===== config.mk =====
export PLATFORM = sky130hd
export DESIGN_NAME = sharp_fade_top
export DESIGN_NICKNAME = d
export VERILOG_FILES = /design/src/rtl/sharp_pkg.sv /design/src/rtl/sharp_noise_ctl.sv /design/src/rtl/sharp_corer.sv /design/src/rtl/sharp_peak.sv /design/src/rtl/sharp_fader.sv /design/src/rtl/sharp_fade_top.sv
export SDC_FILE = /design/constraint.sdc
export NUM_CORES = 1
export LEC_CHECK = 0
export BUFFER_PORTS_ARGS = -buffer_cell sky130_fd_sc_hd__buf_2
export CAP_MARGIN = 10
export CORE_UTILIZATION = 48
export CTS_CLUSTER_DIAMETER = 50
export CTS_CLUSTER_SIZE = 20
export DETAILED_ROUTE_END_ITERATION = 6
export PLACE_DENSITY_LB_ADDON = 0.1
export SLEW_MARGIN = 0
export SYNTH_ARGS = -nofsm -noshare
export SYNTH_HDL_FRONTEND = slang
export SYNTH_SLANG_ARGS = --single-unit
export TNS_END_PERCENT = 30

===== constraint.sdc =====
create_clock -name clk -period 0.8 [get_ports clk]
set_input_delay 0.04 -clock clk [delete_from_list [all_inputs] [get_ports clk]]
set_output_delay 0.04 -clock clk [all_outputs]
set_load 0.03 [all_outputs]

===== src/rtl/sharp_pkg.sv =====
package sharp_pkg;
   // contour selection code carried on wide_sel
   typedef enum logic {
      CONT_NARROW = 1'b0,
      CONT_WIDE   = 1'b1
   } cont_sel_e;

   // largest coring threshold, percent of contour full scale
   localparam int CORE_MAX_PCT = 22;
endpackage


===== src/rtl/sharp_noise_ctl.sv =====
module sharp_noise_ctl #(
   parameter int SW       = 6,
   parameter bit NOISE_EN = 1'b1
) (
   input  logic [SW-1:0] steep_set,
   input  logic [SW-1:0] core_set,
   input  logic [SW-1:0] noise_lvl,
   output logic [SW-1:0] steep_eff,
   output logic [SW-1:0] core_eff
);
   localparam int FULL = 1 << SW;
   localparam int MAXS = FULL - 1;
   localparam int PWD  = 2 * SW + 2;

   generate
      if (NOISE_EN) begin : g_noise
         logic [SW:0] nw;
         // top code maps to full scale so that full reduction is exact
         assign nw = (noise_lvl == SW'(MAXS)) ? (SW+1)'(FULL) : {1'b0, noise_lvl};
         assign steep_eff = SW'((PWD'(steep_set) * PWD'((SW+1)'(FULL) - nw)) >> SW);
         assign core_eff  = core_set +
                            SW'((PWD'(SW'(MAXS) - core_set) * PWD'(nw)) >> SW);
      end else begin : g_plain
         logic unused_noise;
         assign unused_noise = ^noise_lvl;
         assign steep_eff = steep_set;
         assign core_eff  = core_set;
      end
   endgenerate
endmodule


===== src/rtl/sharp_corer.sv =====
module sharp_corer #(
   parameter int CW = 9,
   parameter int SW = 6
) (
   input  logic signed [CW-1:0] cont_narrow,
   input  logic signed [CW-1:0] cont_wide,
   input  logic                 wide_sel,
   input  logic [SW-1:0]        core_eff,
   output logic [CW-1:0]        thr,
   output logic signed [CW:0]   cored
);
   import sharp_pkg::*;

   localparam int THR_MAX = ((1 << (CW - 1)) * CORE_MAX_PCT) / 100;
   localparam int TW      = CW + SW + 2;

   logic [CW-1:0] c_u;
   logic          neg;
   logic [CW-1:0] mag;
   logic [CW-1:0] cm;

   assign c_u = (cont_sel_e'(wide_sel) == CONT_WIDE) ? cont_wide : cont_narrow;
   assign neg = c_u[CW-1];
   assign mag = neg ? (~c_u + CW'(1)) : c_u;

   assign thr = CW'((TW'(core_eff) * TW'(THR_MAX)) >> SW);
   assign cm  = (mag > thr) ? (mag - thr) : '0;

   assign cored = neg ? -$signed({1'b0, cm}) : $signed({1'b0, cm});
endmodule


===== src/rtl/sharp_peak.sv =====
module sharp_peak #(
   parameter int DW = 8,
   parameter int CW = 9,
   parameter int SW = 6,
   parameter int EW = 8,
   parameter int IW = 35
) (
   input  logic signed [CW:0]   cored,
   input  logic [SW-1:0]        peak_set,
   input  logic [EW-1:0]        envelope,
   input  logic [DW-1:0]        luma_dly,
   output logic signed [IW-1:0] peaked
);
   logic [SW-1:0]        pk_eff;
   logic signed [IW-1:0] corr;

   // gain falls linearly with the envelope
   assign pk_eff = SW'((IW'(peak_set) *
                        IW'((EW+1)'(1 << EW) - {1'b0, envelope})) >> EW);

   assign corr   = (IW'(cored) * $signed(IW'({1'b0, pk_eff}))) >>> SW;
   assign peaked = corr + $signed(IW'({1'b0, luma_dly}));
endmodule


===== src/rtl/sharp_fader.sv =====
module sharp_fader #(
   parameter int DW     = 8,
   parameter int CW     = 9,
   parameter int SW     = 6,
   parameter int IW     = 35,
   parameter int DET_SH = 5
) (
   input  logic                 clk,
   input  logic                 rst_n,
   input  logic signed [CW-1:0] step_det,
   input  logic [SW-1:0]        steep_eff,
   input  logic signed [IW-1:0] peaked,
   input  logic [DW-1:0]        luma_step,
   output logic [SW:0]          weight,
   output logic [DW-1:0]        luma_out
);
   localparam int FULL = 1 << SW;
   localparam int MAXV = (1 << DW) - 1;

   logic [CW-1:0]        d_u;
   logic [CW-1:0]        dmag;
   logic [IW-1:0]        prod;
   logic signed [IW-1:0] diff;
   logic signed [IW-1:0] blend;
   logic [DW-1:0]        luma_d;

   assign d_u  = step_det;
   assign dmag = d_u[CW-1] ? (~d_u + CW'(1)) : d_u;
   assign prod = (IW'(dmag) * IW'(steep_eff)) >> DET_SH;
   assign weight = (prod > IW'(FULL)) ? (SW+1)'(FULL) : (SW+1)'(prod);

   assign diff  = $signed(IW'({1'b0, luma_step})) - peaked;
   assign blend = peaked + ((diff * $signed(IW'({1'b0, weight}))) >>> SW);

   assign luma_d = (blend < 0) ? '0 :
                   (blend > $signed(IW'(MAXV))) ? DW'(MAXV) : DW'(blend);

   always_ff @(posedge clk or negedge rst_n) begin
      if (!rst_n) luma_out <= '0;
      else        luma_out <= luma_d;
   end

   // blend weight never exceeds unity
   a_r6_weight_cap: assert property (@(posedge clk) disable iff (!rst_n)
      weight <= (SW+1)'(FULL));

   // zero weight passes an in-range peaked sample one cycle later
   a_r7_zero_weight: assert property (@(posedge clk) disable iff (!rst_n)
      (weight == '0 && peaked >= 0 && peaked <= $signed(IW'(MAXV)))
      |=> luma_out == $past(peaked[DW-1:0]));

   // unity weight passes the step-improved sample
   a_r7_full_weight: assert property (@(posedge clk) disable iff (!rst_n)
      (weight == (SW+1)'(FULL)) |=> luma_out == $past(luma_step));

   // a negative peaked sample with no fade clips to zero
   a_r8_clip_low: assert property (@(posedge clk) disable iff (!rst_n)
      (weight == '0 && peaked < 0) |=> luma_out == '0);
endmodule


===== src/rtl/sharp_fade_top.sv =====
module sharp_fade_top #(
   parameter int DW       = 8,
   parameter int CW       = 9,
   parameter int SW       = 6,
   parameter int EW       = 8,
   parameter int DET_SH   = 5,
   parameter bit NOISE_EN = 1'b1
) (
   input  logic                 clk,
   input  logic                 rst_n,
   input  logic [SW-1:0]        peak_set,
   input  logic [SW-1:0]        steep_set,
   input  logic [SW-1:0]        core_set,
   input  logic                 wide_sel,
   input  logic [SW-1:0]        noise_lvl,
   input  logic signed [CW-1:0] cont_narrow,
   input  logic signed [CW-1:0] cont_wide,
   input  logic signed [CW-1:0] step_det,
   input  logic [EW-1:0]        envelope,
   input  logic [DW-1:0]        luma_dly,
   input  logic [DW-1:0]        luma_step,
   output logic [DW-1:0]        luma_out
);
   import sharp_pkg::*;

   localparam int IW      = DW + CW + SW + EW + 4;
   localparam int THR_MAX = ((1 << (CW - 1)) * CORE_MAX_PCT) / 100;

   generate
      if (CW > DW + 1) begin : g_bad_cw
         $error("contour width must not exceed sample width plus one");
      end
      if (SW < 2) begin : g_bad_sw
         $error("setting width must be at least 2");
      end
      if (DET_SH >= IW) begin : g_bad_sh
         $error("detector shift too large");
      end
   endgenerate

   logic [SW-1:0]        steep_eff;
   logic [SW-1:0]        core_eff;
   logic [CW-1:0]        thr;
   logic signed [CW:0]   cored;
   logic signed [IW-1:0] peaked;
   logic [SW:0]          weight;

   sharp_noise_ctl #(.SW(SW), .NOISE_EN(NOISE_EN)) u_noise (
      .steep_set (steep_set),
      .core_set  (core_set),
      .noise_lvl (noise_lvl),
      .steep_eff (steep_eff),
      .core_eff  (core_eff)
   );

   sharp_corer #(.CW(CW), .SW(SW)) u_core (
      .cont_narrow (cont_narrow),
      .cont_wide   (cont_wide),
      .wide_sel    (wide_sel),
      .core_eff    (core_eff),
      .thr         (thr),
      .cored       (cored)
   );

   sharp_peak #(.DW(DW), .CW(CW), .SW(SW), .EW(EW), .IW(IW)) u_peak (
      .cored    (cored),
      .peak_set (peak_set),
      .envelope (envelope),
      .luma_dly (luma_dly),
      .peaked   (peaked)
   );

   sharp_fader #(.DW(DW), .CW(CW), .SW(SW), .IW(IW), .DET_SH(DET_SH)) u_fade (
      .clk       (clk),
      .rst_n     (rst_n),
      .step_det  (step_det),
      .steep_eff (steep_eff),
      .peaked    (peaked),
      .luma_step (luma_step),
      .weight    (weight),
      .luma_out  (luma_out)
   );

   // coring threshold stays within its 22 percent cap
   a_r4_thr_cap: assert property (@(posedge clk) disable iff (!rst_n)
      thr <= CW'(THR_MAX));

   // full envelope removes all peaking
   a_r5_env_full: assert property (@(posedge clk) disable iff (!rst_n)
      (envelope == '1) |-> peaked == $signed(IW'({1'b0, luma_dly})));

   generate
      if (NOISE_EN) begin : g_noise_chk
         // full noise level removes steepness and maximises coring
         a_r9_noise_full: assert property (@(posedge clk) disable iff (!rst_n)
            (noise_lvl == '1) |-> (steep_eff == '0 && core_eff == '1));
         // zero noise leaves the settings untouched
         a_r9_noise_zero: assert property (@(posedge clk) disable iff (!rst_n)
            (noise_lvl == '0) |-> (steep_eff == steep_set && core_eff == core_set));
      end
   endgenerate
endmodule


* After elaboration in Yosys (flattened, before gate mapping) *
Index checks and enable logic that the tools add are counted.
W data, S select, Z words.

operators by class
  $add $sub $neg = 11
  multiply operators = 7
  $lt $le $gt $ge = 4
  equal/unequal tests = 1
  muxes and demuxes = 9
  bitwise gates (word level) = 2

operators by type and width
  operator                count
  $mux W9                 4
  $gt A35 B9 Y1 const B   1
  $lt A35 B1 Y1 const B   1
  $mul A6 B35 Y14         1
  $add A12 B29 Y30        1
  $mul A13 B8 Y21         1
  $add A9 B1 Y9 const B   2
  $not A9 Y9              2
  $mul A10 B7 Y17         1
  $mux W8                 2
  $mul A9 B6 Y15          1
  $mul A14 B7 Y12         1
  $mul A6 B14 Y12         1
  $mux W7                 2
  $sub A9 B12 Y13         1
  $add A11 B9 Y12         1
  $gt A10 B7 Y1 const B   1
  $mux W10                1
  $neg A9 Y10             1
  $sub A9 B8 Y10 const A  1
  $gt A9 B6 Y1            1
  $mul A6 B3 Y9 const B   1
  $sub A9 B6 Y9           1
  $sub A7 B7 Y8 const A   1
  other kinds (3)         3

word-level totals
  register bits = 8
  bits of input ports = 78
  output and inout port bits = 8
  word-level logic and storage cells = 35

* Depth between registers and ports, before layout *
Gate-level depths: netlist of run 1.

  word-level depth = 17
  gate-level depth with buffers = 100

* Modules after synthesis *
Synthesis of run 1 repeated with hierarchy kept, for this count alone.

unflattened totals
  cells, all modules = 2,503
  area, all modules = 20,397.1 µm²

by module, submodules not included
  module           instances  cells an instance  area each (µm²)
  sharp_fader      1          1,489              11,706.2
  sharp_peak       1          495                4,385.5
  sharp_noise_ctl  1          345                2,884.0
  sharp_corer      1          174                1,421.4

* Least setup slack after synthesis of run 1 *
Ideal clock, no wire load.

  path type = input port to flip-flop
  start point = input noise_lvl[2]
  end point = register u_fade.luma_out[0]
  library setup time = 89 ps
  arrival = 20,027 ps
  data required time = 711 ps
  setup slack = -19,316 ps
  cell stages on the path = 96
  path buffers = 2
  cell sequence = nand3_1 -> nor2_1 -> nand2_1 -> clkbuf_1 -> nand2_1 -> or2_2 -> fa_1 -> fa_1 -> inv_1 -> fa_1 -> ha_1 -> ha_1 -> nor2b_1 -> o21a_1 -> o21a_1 -> o21a_1 -> o21a_1 -> nor2_1 -> (+60 left out) -> nor3_1 -> o31ai_1 -> a21o_1 -> a31o_2 -> a211oi_1 -> o21bai_1 -> xor2_1 -> ha_1 -> a21oi_1 -> o21ai_0 -> nand2_1 -> nand2_1 -> nand2_1 -> a32oi_1 -> o221ai_1 -> nor2_1 -> mux2_2 -> a41oi_1

on the way
  longest elaborated chain between the ends = 17

RTL lines
  element                                        line                   source
  start: declaration                             sharp_fade_top.sv:15   input logic [SW-1:0] noise_lvl,
  $eq A6 B6 Y1                                   sharp_noise_ctl.sv:19  assign nw = (noise_lvl == SW'(MAXS)) ? (SW+1)'(FULL) : {1'b0, noise_lvl};
  $mux W7 *                                      sharp_noise_ctl.sv:19
  $mul A14 B7 Y12                                sharp_noise_ctl.sv:22  SW'((PWD'(SW'(MAXS) - core_set) * PWD'(nw)) >> SW);
  $add A6 B6 Y6                                  sharp_noise_ctl.sv:21  assign core_eff = core_set +
  $mul A6 B3 Y9                                  sharp_corer.sv:26      assign thr = CW'((TW'(core_eff) * TW'(THR_MAX)) >> SW);
  $sub A9 B6 Y9 or $gt A9 B6 Y1 (tied branches)  sharp_corer.sv:27      assign cm = (mag > thr) ? (mag - thr) : '0;
  $mux W9                                        sharp_corer.sv:27
  $neg A9 Y10                                    sharp_corer.sv:29      assign cored = neg ? -$signed({1'b0, cm}) : $signed({1'b0, cm});
  (+2 left out)                                  -
  $add A11 B9 Y12                                sharp_peak.sv:22       assign peaked = corr + $signed(IW'({1'b0, luma_dly}));
  $sub A9 B12 Y13                                sharp_fader.sv:32      assign diff = $signed(IW'({1'b0, luma_step})) - peaked;
  $mul A13 B8 Y21                                sharp_fader.sv:33      assign blend = peaked + ((diff * $signed(IW'({1'b0, weight}))) >>> SW);
  $add A12 B29 Y30 *                             sharp_fader.sv:33
  $gt A35 B9 Y1                                  sharp_fader.sv:36      (blend > $signed(IW'(MAXV))) ? DW'(MAXV) : DW'(blend);
  $mux W8                                        sharp_fader.sv:36
  $mux W8 *                                      sharp_fader.sv:35      assign luma_d = (blend < 0) ? '0 :
  via u_fade.luma_d[0]                           sharp_fader.sv:25      logic [DW-1:0] luma_d;
  end signal: assignment                         sharp_fader.sv:40      else luma_out <= luma_d;
  end: declaration                               sharp_fader.sv:15      output logic [DW-1:0] luma_out

Mark *: on every way through the listed nets, which the timed path passes. The rest lies on a longest branch.

* Worst setup path after layout of run 1 *
  start point = input noise_lvl[5]
  end point = register u_fade.luma_out[6]

The elaborated chain is that of the path after synthesis.

==> metrics.txt, run 1 <==
Slowest-stage cell, CP fa_1; Die W 175.9 µm; CTS tree done; register area share after synthesis 1.379%; Initial DRC Count 725; most common cell after layout, fill and taps aside buf_4; max reg flops 8; Max Transition Viols Final 0; kind of end point of the critical path flip-flop; vias per inst 5.043; ys async rst share 100.0%; Die Ht 175.9 µm; Largest Register u_fade.luma_out; Clk pin slew, worst setup/hold paths 0.04 ns; grt ovf 0; Final WS setup -17.95 ns; DR vias 13740; ANT nets after route 0; most used cell, CP fa_1; CP Max Fanout 8; leading cell types in the layout, fill and taps excluded buf_4, inv_1, fa_1; starting density of the core 48.84%; violated checks setup timing; top area cells in the synthesized netlist fa_1, ha_1, inv_1; Final nets 2836; Synth Flop Type dfrtp_1; Synth cell types 90; drt drc 0; Clock Tree Buf Depth 2; Final Util 68.50%; RSZ-0062 raised after global routing true; clk sink count 8; CP Buf/Inv Count 13; layout cells sized above 1 35.14%; Root Driver clkbuf_16; total track usage 24.67%; fmax 0.05332 GHz; worst slew pin tran 0.6987 ns; largest net degree at the start of global routing 20; antenna violations before repair 3; Max-Cap Viols 0; delay-heaviest family, CP adder cells; H-tree levels 1; Synth top area share 30.21%; crit share post-route 2344%; total core area 0.02972 mm²; Synth Register Bits 8; Max-slew headroom 53.09%; drt first pass iters 7; DP HPWL 32350 µm; Critical Path AT 18.84 ns; Tmin final 18.75 ns; die area 0.03094 mm²; Ports 86; vias in the first global route 14040; Req. time, crit path 0.88 ns; Setup CP Type in2reg; CTS buffer count 3; Post-synth EDFFs 0; outcome finished with violations; GP Congestion 0.9020; global-route wire length before repair 63950 µm; post-synthesis instance area 0.01451 mm²; Syn Area/Cell 8.233 µm²; synth warn 0; final WL 37100 µm; Fin. Hold Viols 0; most area-hungry cell type in the Yosys netlist fa_1; drt wl/cell 13.62 µm; Synth Instances 1763; crit-path max cell delay 0.57 ns; port buffer count 85; crit path launch type input pin; # setup viols final 8; top flop regs u_fade.luma_out (8); synthesis-to-layout area growth 40.26%; Hold WC Path Type in2async; Rows 63
[synthesized netlist by cell type, types with 3 or more instances]
master and count:
nand3b_1 3, o21ai_0 39, dfrtp_1 8, and2_1 44, nor2_1 202, o211ai_1 5, inv_1 291, nand3_1 17
xnor2_1 96, o21bai_1 16, a31oi_1 12, nand2b_1 16, nor4_1 6, or2_2 39, a211o_1 4, o2111ai_1 3
or2_1 5, clkbuf_1 26, nand2_1 169, mux2_2 4, a21oi_1 73, xor2_1 43, nor2b_1 16, a21o_1 34
fa_1 219, o221ai_1 3, nor3_1 21, and3_1 5, nand4b_1 4, or3_1 8, o31ai_1 7, mux2i_1 12
a41oi_1 9, o41ai_1 3, o21a_1 14, ha_1 206, o22ai_1 5, nor3b_1 3
[through the flow]
step / std cells / hold slack [ns] / setup slack, ns / setup TNS (ns) / instance area (µm²)
after CTS: 2703 / 0.1840 / -17.88 / -142.94 / 19800
after global routing: 2721 / 0.1966 / -18.87 / -150.79 / 20350
final: 2724 / 0.1780 / -17.95 / -143.40 / 20360
after global placement: 2683 / -0.1202 / -18.02 / -144.01 / 19340
after floorplan: 1768 / -0.2556 / -17.77 / -142.10 / 15040
after detailed placement: 2683 / -0.1151 / -18.51 / -147.95 / 19340
[routing by layer]
metal | up-vias | GRT usage (%) | routed length (µm) | share of wire, %
met5 | - | 0 | 0 | 0
met4 | 0 | 2.971 | 476 | 1.3
met3 | 35 | 1.580 | 1376 | 3.7
met2 | 257 | 42.89 | 17960 | 48
met1 | 6575 | 34.50 | 17290 | 47
li1 | 6869 | - | - | -
[cells by family after synthesis]
| family | after synthesis | share of synthesized area, % |
|---|---|---|
| AND/OR/NAND/NOR | 574 | 18.57 |
| adder cells (fa/ha/maj) | 426 | 48.03 |
| buffers and inverters | 322 | 8.396 |
| AO/OA/AOI/OAI | 273 | 13.64 |
| XOR/XNOR | 141 | 8.690 |
| multiplexers | 17 | 1.241 |
| flip-flops | 8 | 1.379 |
| other | 2 | 0.05174 |
[what timing repair did]
| action | 4_1_cts | 5_1_grt |
|---|---|---|
| gates resized for setup | 53 | 85 |
| gates cloned | 0 | 0 |
| setup endpoints to repair | 9 | 15 |
| hold buffers | 1 | 0 |
| pin swaps | 36 | 78 |
| buffers inserted | 16 | 20 |
| endpoints found under the hold margin | 8 | 0 |
[path summary, 6_finish.rpt]
| kind | to | start | slack (ns) | depth (start not counted) |
|---|---|---|---|---|
| hold / removal | u_fade.luma_out[2]$_DFF_PN0_ | rst_n | 0.18 | 2 |
| setup / recovery | u_fade.luma_out[6]$_DFF_PN0_ | noise_lvl[5] | -17.95 | 96 |
| min in group clk | u_fade.luma_out[0]$_DFF_PN0_ | luma_dly[0] | 0.55 | 6 |
| max in group asynchronous | u_fade.luma_out[6]$_DFF_PN0_ | rst_n | 0.46 | 2 |
[layout make-up]
cell class	count	area, µm²
fillers	2454	9360
repair buffers	591	4309
diodes	3	7.507
well taps	390	488.0
flip-flops and latches	8	200.2
inverters	291	1092
multi-input cells	1438	14180
clock buffers	3	75.07
Power of run 1 is left out: the tool's default activity adds up to more than one toggle a clock period on the data nets, which glitch-free logic cannot reach.
==> run 2: changes to the inputs <==
--- a/config.mk
+++ b/config.mk
@@ -7,7 +7,7 @@
 export LEC_CHECK = 0
 export BUFFER_PORTS_ARGS = -buffer_cell sky130_fd_sc_hd__buf_2
 export CAP_MARGIN = 10
-export CORE_UTILIZATION = 48
+export CORE_UTILIZATION = 45
 export CTS_CLUSTER_DIAMETER = 50
 export CTS_CLUSTER_SIZE = 20
 export DETAILED_ROUTE_END_ITERATION = 6
==> run 2 against run 1 <==
Against the previous run:
- the run still ends with setup timing left
- cell count grew 0.29%
- via count shrank 1.0%
- count of clock-buffer cells in the layout is the same
- die area grew 6.6%
- final area grew 0.23%
- hold slack gained 0.029 ns
- highest routed layer is now met5
==> metrics.txt, run 2 (synthesis gave the netlist of run 1 again) <==
total core area 0.03164 mm² (was 0.02972 mm²); synthesis-to-layout area growth 40.58% (was 40.26%); port buffer count 85 (unchanged); Max-slew headroom 60.30% (was 53.09%); Fin. Hold Viols 0 (unchanged); vias per inst 4.977 (was 5.043); kind of end point of the critical path flip-flop (unchanged); violated checks setup timing (unchanged); fmax 0.05354 GHz (was 0.05332 GHz); Clock Tree Buf Depth 2 (unchanged); Req. time, crit path 0.89 ns (was 0.88 ns); Largest Register u_fade.luma_out (unchanged); Clk pin slew, worst setup/hold paths 0.04 ns (about the same); drt drc 0 (unchanged); Ports 86 (unchanged); GP Congestion 0.8915 (was 0.9020); Slowest-stage cell, CP fa_1 (unchanged); clk sink count 8 (unchanged); final hold slack 0.2067 ns (was 0.1780 ns); Die W 181.6 µm (was 175.9 µm); H-tree levels 1 (unchanged); crit path to u_fade.luma_out[0]$_DFF_PN0_ (was u_fade.luma_out[6]$_DFF_PN0_); final WL 36040 µm (was 37100 µm); most common cell after layout, fill and taps aside buf_4 (unchanged); crit path launch type input pin (unchanged); Setup CP Type in2reg (unchanged); crit share post-route 2335% (was 2344%); starting density of the core 45.88% (was 48.84%); grt ovf 0 (unchanged); CP Max Fanout 8 (unchanged); Fillers 2765 (was 2454); DP HPWL 31890 µm (was 32350 µm); DR vias 13600 (was 13740); total track usage 22.62% (was 24.67%); Die Ht 181.6 µm (was 175.9 µm); CTS buffer count 3 (unchanged); Final WS setup -17.88 ns (was -17.95 ns); outcome finished with violations (unchanged); non-filler instance count after layout 2732 (was 2724); multi-input logic area 0.01423 mm² (was 0.01418 mm²); Root Driver clkbuf_16 (unchanged); Max Transition Viols Final 0 (unchanged); drt first pass iters 5 (was 7); RSZ-0062 raised after global routing true (unchanged); Register Area 200.2 µm² (unchanged); Critical Path AT 18.77 ns (was 18.84 ns); global-route wire length before repair 63350 µm (was 63950 µm); Rows 65 (was 63); layout cells sized above 1 35.32% (was 35.14%); Hold WC Path Type in2async (unchanged); Final nets 2832 (was 2836); top flop regs u_fade.luma_out (8) (unchanged); die area 0.03297 mm² (was 0.03094 mm²); antenna violations before repair 4 (was 3); most used cell, CP fa_1 (unchanged); leading cell types in the layout, fill and taps excluded buf_4, inv_1, fa_1 (unchanged); largest net degree at the start of global routing 20 (unchanged); Inst Count DP 2699 (was 2683); drt wl/cell 13.19 µm (was 13.62 µm); Initial DRC Count 594 (was 725); ANT nets after route 0 (unchanged); crit-path max cell delay 0.55 ns (was 0.57 ns); Max-Cap Viols 0 (unchanged); vias in the first global route 14190 (was 14040); CTS tree done (unchanged); Worst Setup SP noise_lvl[3] (was noise_lvl[5]); # setup viols final 8 (unchanged); worst slew pin tran 0.5912 ns (was 0.6987 ns); Tmin final 18.68 ns (was 18.75 ns); max reg flops 8 (unchanged)
## run 2: what timing repair did
item                       CTS  global route
setup endpoints to repair   12            15
hold endpoints to repair     8             0
cloned                       0             0
buffers inserted            12            15
hold buffers                 1             0
pin swaps                   52            76
resized for setup           49           103
## run 2: how the worst min path moves through the flow
| stage | depth (start not counted) | startpoint | slack, ns | end |
|---|---|---|---|---|
| after floorplan | 0 | rst_n | -0.26 | u_fade.luma_out[0]$_DFF_PN0_ |
| final | 2 | rst_n | 0.21 | u_fade.luma_out[3]$_DFF_PN0_ |
| after CTS | 2 | rst_n | 0.18 | u_fade.luma_out[7]$_DFF_PN0_ |
| after global placement | 1 | rst_n | -0.12 | u_fade.luma_out[6]$_DFF_PN0_ |
| after global routing | 2 | rst_n | 0.24 | u_fade.luma_out[3]$_DFF_PN0_ |
| after detailed placement | 1 | rst_n | -0.11 | u_fade.luma_out[0]$_DFF_PN0_ |
## run 2: metal layers
metal  wire, µm  global-route usage, %  up-vias
li1           -                      -     6859
met1      16870                  30.80     6504
met2      17630                  40.58      210
met3       1239                  1.524       23
met4        298                  2.102        2
met5         11                      0        -
## run 2: per-stage QoR
stage	utilization, %	cell area [µm²]	TNS [ns]	setup slack, ns
2_1_floorplan	-	15040	-142.10	-17.77
5_1_grt	64.47	20400	-149.80	-18.74
4_1_cts	62.58	19800	-143.65	-17.97
3_5_place_dp	61.28	19390	-148.79	-18.63
3_3_place_gp	61.28	19390	-144.81	-18.12
6_report	64.49	20400	-142.85	-17.88
## run 2: critical path: cells and delay by family
| family | cells | cell delay [ns] |
|---|---|---|
| adder cells (fa/ha/maj) | 23 | 8.81 |
| XOR/XNOR | 8 | 1.46 |
| AND/OR/NAND/NOR | 14 | 1.82 |
| AO/OA/AOI/OAI | 28 | 4.83 |
| buffers and inverters | 17 | 1.78 |
## run 2: final cells by class
type | instances | area share [%]
Clock buffer | 3 | 0.3679
Multi-Input combinational cell | 1438 | 69.72
Sequential cell | 8 | 0.9812
Timing Repair Buffer | 587 | 21.07
Inverter | 291 | 5.354
Antenna cell | 3 | 0.03679
Tap cell | 402 | 2.465
Power of run 2 is left out for the same reason.
==> run 3: changes to the inputs <==
--- a/config.mk
+++ b/config.mk
@@ -11,9 +11,9 @@
 export CTS_CLUSTER_DIAMETER = 50
 export CTS_CLUSTER_SIZE = 20
 export DETAILED_ROUTE_END_ITERATION = 6
-export PLACE_DENSITY_LB_ADDON = 0.1
+export GPL_TIMING_DRIVEN = 0
+export PLACE_DENSITY_LB_ADDON = 0.25
 export SLEW_MARGIN = 0
 export SYNTH_ARGS = -nofsm -noshare
 export SYNTH_HDL_FRONTEND = slang
 export SYNTH_SLANG_ARGS = --single-unit
-export TNS_END_PERCENT = 30
==> run 3 against run 2 <==
Against the previous run:
- the run still ends with setup timing left
- critical path type unchanged
- cell count shrank 14%
- fmax shrank 3.6%
- largest cell class unchanged
- first-iteration DRC count shrank 10%
- critical path depth grew 5
==> metrics.txt, run 3 (synthesis gave the netlist of run 1 again) <==
non-filler instance count after layout 2337 (was 2732); total track usage 20.86% (was 22.62%); Inst Count DP 2249 (was 2699); final WL 34140 µm (was 36040 µm); Die W 181.6 µm (unchanged); Register Area 200.2 µm² (unchanged); DR vias 12340 (was 13600); Clock Tree Buf Depth 2 (unchanged); GP Congestion 0.8751 (was 0.8915); kind of end point of the critical path flip-flop (unchanged); CP Max Fanout 8 (unchanged); Initial DRC Count 534 (was 594); Post-DP Area 0.01594 mm² (was 0.01939 mm²); outcome finished with violations (unchanged); Slowest-stage cell, CP fa_1 (unchanged); Largest Register u_fade.luma_out (unchanged); total core area 0.03164 mm² (unchanged); layout cells sized above 1 21.66% (was 35.32%); Max Transition Viols Final 0 (unchanged); drt drc 0 (unchanged); CTS buffer count 3 (unchanged); Clk pin slew, worst setup/hold paths 0.04 ns (about the same); Rows 65 (unchanged); vias in the first global route 12460 (was 14190); max reg flops 8 (unchanged); # setup viols final 8 (unchanged); Setup CP Type in2reg (unchanged); drt first pass iters 5 (unchanged); Final WS setup -18.57 ns (was -17.88 ns); leading cell types in the layout, fill and taps excluded inv_1, fa_1, nor2_1 (was buf_4, inv_1, fa_1); worst slew pin tran 0.9611 ns (was 0.5912 ns); Ports 86 (unchanged); violated checks setup timing (unchanged); Max-Cap Viols 0 (unchanged); Max-slew headroom 34.09% (was 60.30%); port buffer count 79 (was 85); crit path launch type input pin (unchanged); Root Driver clkbuf_16 (unchanged); multi-input logic area 0.01447 mm² (was 0.01423 mm²); grt ovf 0 (unchanged); Final nets 2439 (was 2832); fmax 0.05161 GHz (was 0.05354 GHz); most used cell, CP fa_1 (unchanged); Tmin final 19.37 ns (was 18.68 ns); starting density of the core 45.88% (unchanged); H-tree levels 1 (unchanged); clk sink count 8 (unchanged); Fin. Hold Viols 0 (unchanged); Fillers 2866 (was 2765); Hold WC Path Type in2async (unchanged); most common cell after layout, fill and taps aside inv_1 (was buf_4); RSZ-0062 raised after global routing true (unchanged); DP HPWL 27630 µm (was 31890 µm); Critical Path AT 19.51 ns (was 18.77 ns); final instance area 0.01768 mm² (was 0.02040 mm²); crit share post-route 2422% (was 2335%); crit-path max cell delay 0.56 ns (was 0.55 ns); antenna violations before repair 0 (was 4); top flop regs u_fade.luma_out (8) (unchanged); ANT nets after route 0 (unchanged); CTS tree done (unchanged); Req. time, crit path 0.93 ns (was 0.89 ns); drt wl/cell 14.61 µm (was 13.19 µm); Die Ht 181.6 µm (unchanged); largest net degree at the start of global routing 11 (was 20); vias per inst 5.279 (was 4.977); final hold slack 0.2026 ns (was 0.2067 ns); die area 0.03297 mm² (unchanged); synthesis-to-layout area growth 21.81% (was 40.58%); global-route wire length before repair 58020 µm (was 63350 µm)
[run 3: cell types whose count changed in the layout (fill, tap and decap cells not counted), sizes merged]
cell	before	now
buf	586	166
clkbuf	3	30
diode	3	1
[run 3: critical path: cells and delay by family]
kind / cells / cell delay [ns]
AOI/OAI and AO/OA: 36 / 6.19
muxes: 1 / 0.32
adders and majority gates: 22 / 8.46
and+or+nand+nor: 19 / 2.19
buffers and inverters: 11 / 1.23
xor gates and xnor gates: 6 / 1.03
[run 3: cell type report]
class                           instances  share of cell area, %
Multi-Input combinational cell       1438                  81.85
Timing Repair Buffer                  164                  6.624
Inverter                              291                  6.178
Tap cell                              402                  2.845
Sequential cell                         8                  1.132
Buffer                                 30                 0.9342
Clock buffer                            3                 0.4246
Antenna cell                            1                0.01415
[run 3: worst paths after layout]
kind	startpoint	endpoint	slack, ns	cells past startpoint
min in group clk	luma_dly[0]	u_fade.luma_out[0]$_DFF_PN0_	0.57	5
max	noise_lvl[3]	u_fade.luma_out[1]$_DFF_PN0_	-18.57	95
min	rst_n	u_fade.luma_out[0]$_DFF_PN0_	0.20	2
max in group asynchronous	rst_n	u_fade.luma_out[1]$_DFF_PN0_	0.44	2
[run 3: metrics by stage]
step	setup TNS, ns	setup slack (ns)	util, %
floorplan	-142.09	-17.77	-
global placement	-159.83	-20.02	50.38
detailed placement	-161.88	-20.27	50.38
CTS	-148.49	-18.57	54.07
global route	-154.91	-19.39	55.88
finish	-148.15	-18.57	55.88
[run 3: layer usage]
layer | track usage [%] | part of all wire [%]
met1 | 29.09 | 47
met2 | 36.63 | 49
met3 | 1.384 | 3.2
met4 | 1.966 | 0.93
met5 | 0 | 0
[run 3: repair_timing]
action | in CTS | in global routing
endpoints found under the setup margin | 8 | 13
resized for setup | 117 | 73
hold endpoints to repair | 8 | 0
pin swaps | 84 | 74
buffers inserted | 55 | 28
hold buffers | 1 | 0
gates cloned | 1 | 0
Power of run 3 is left out for the same reason.
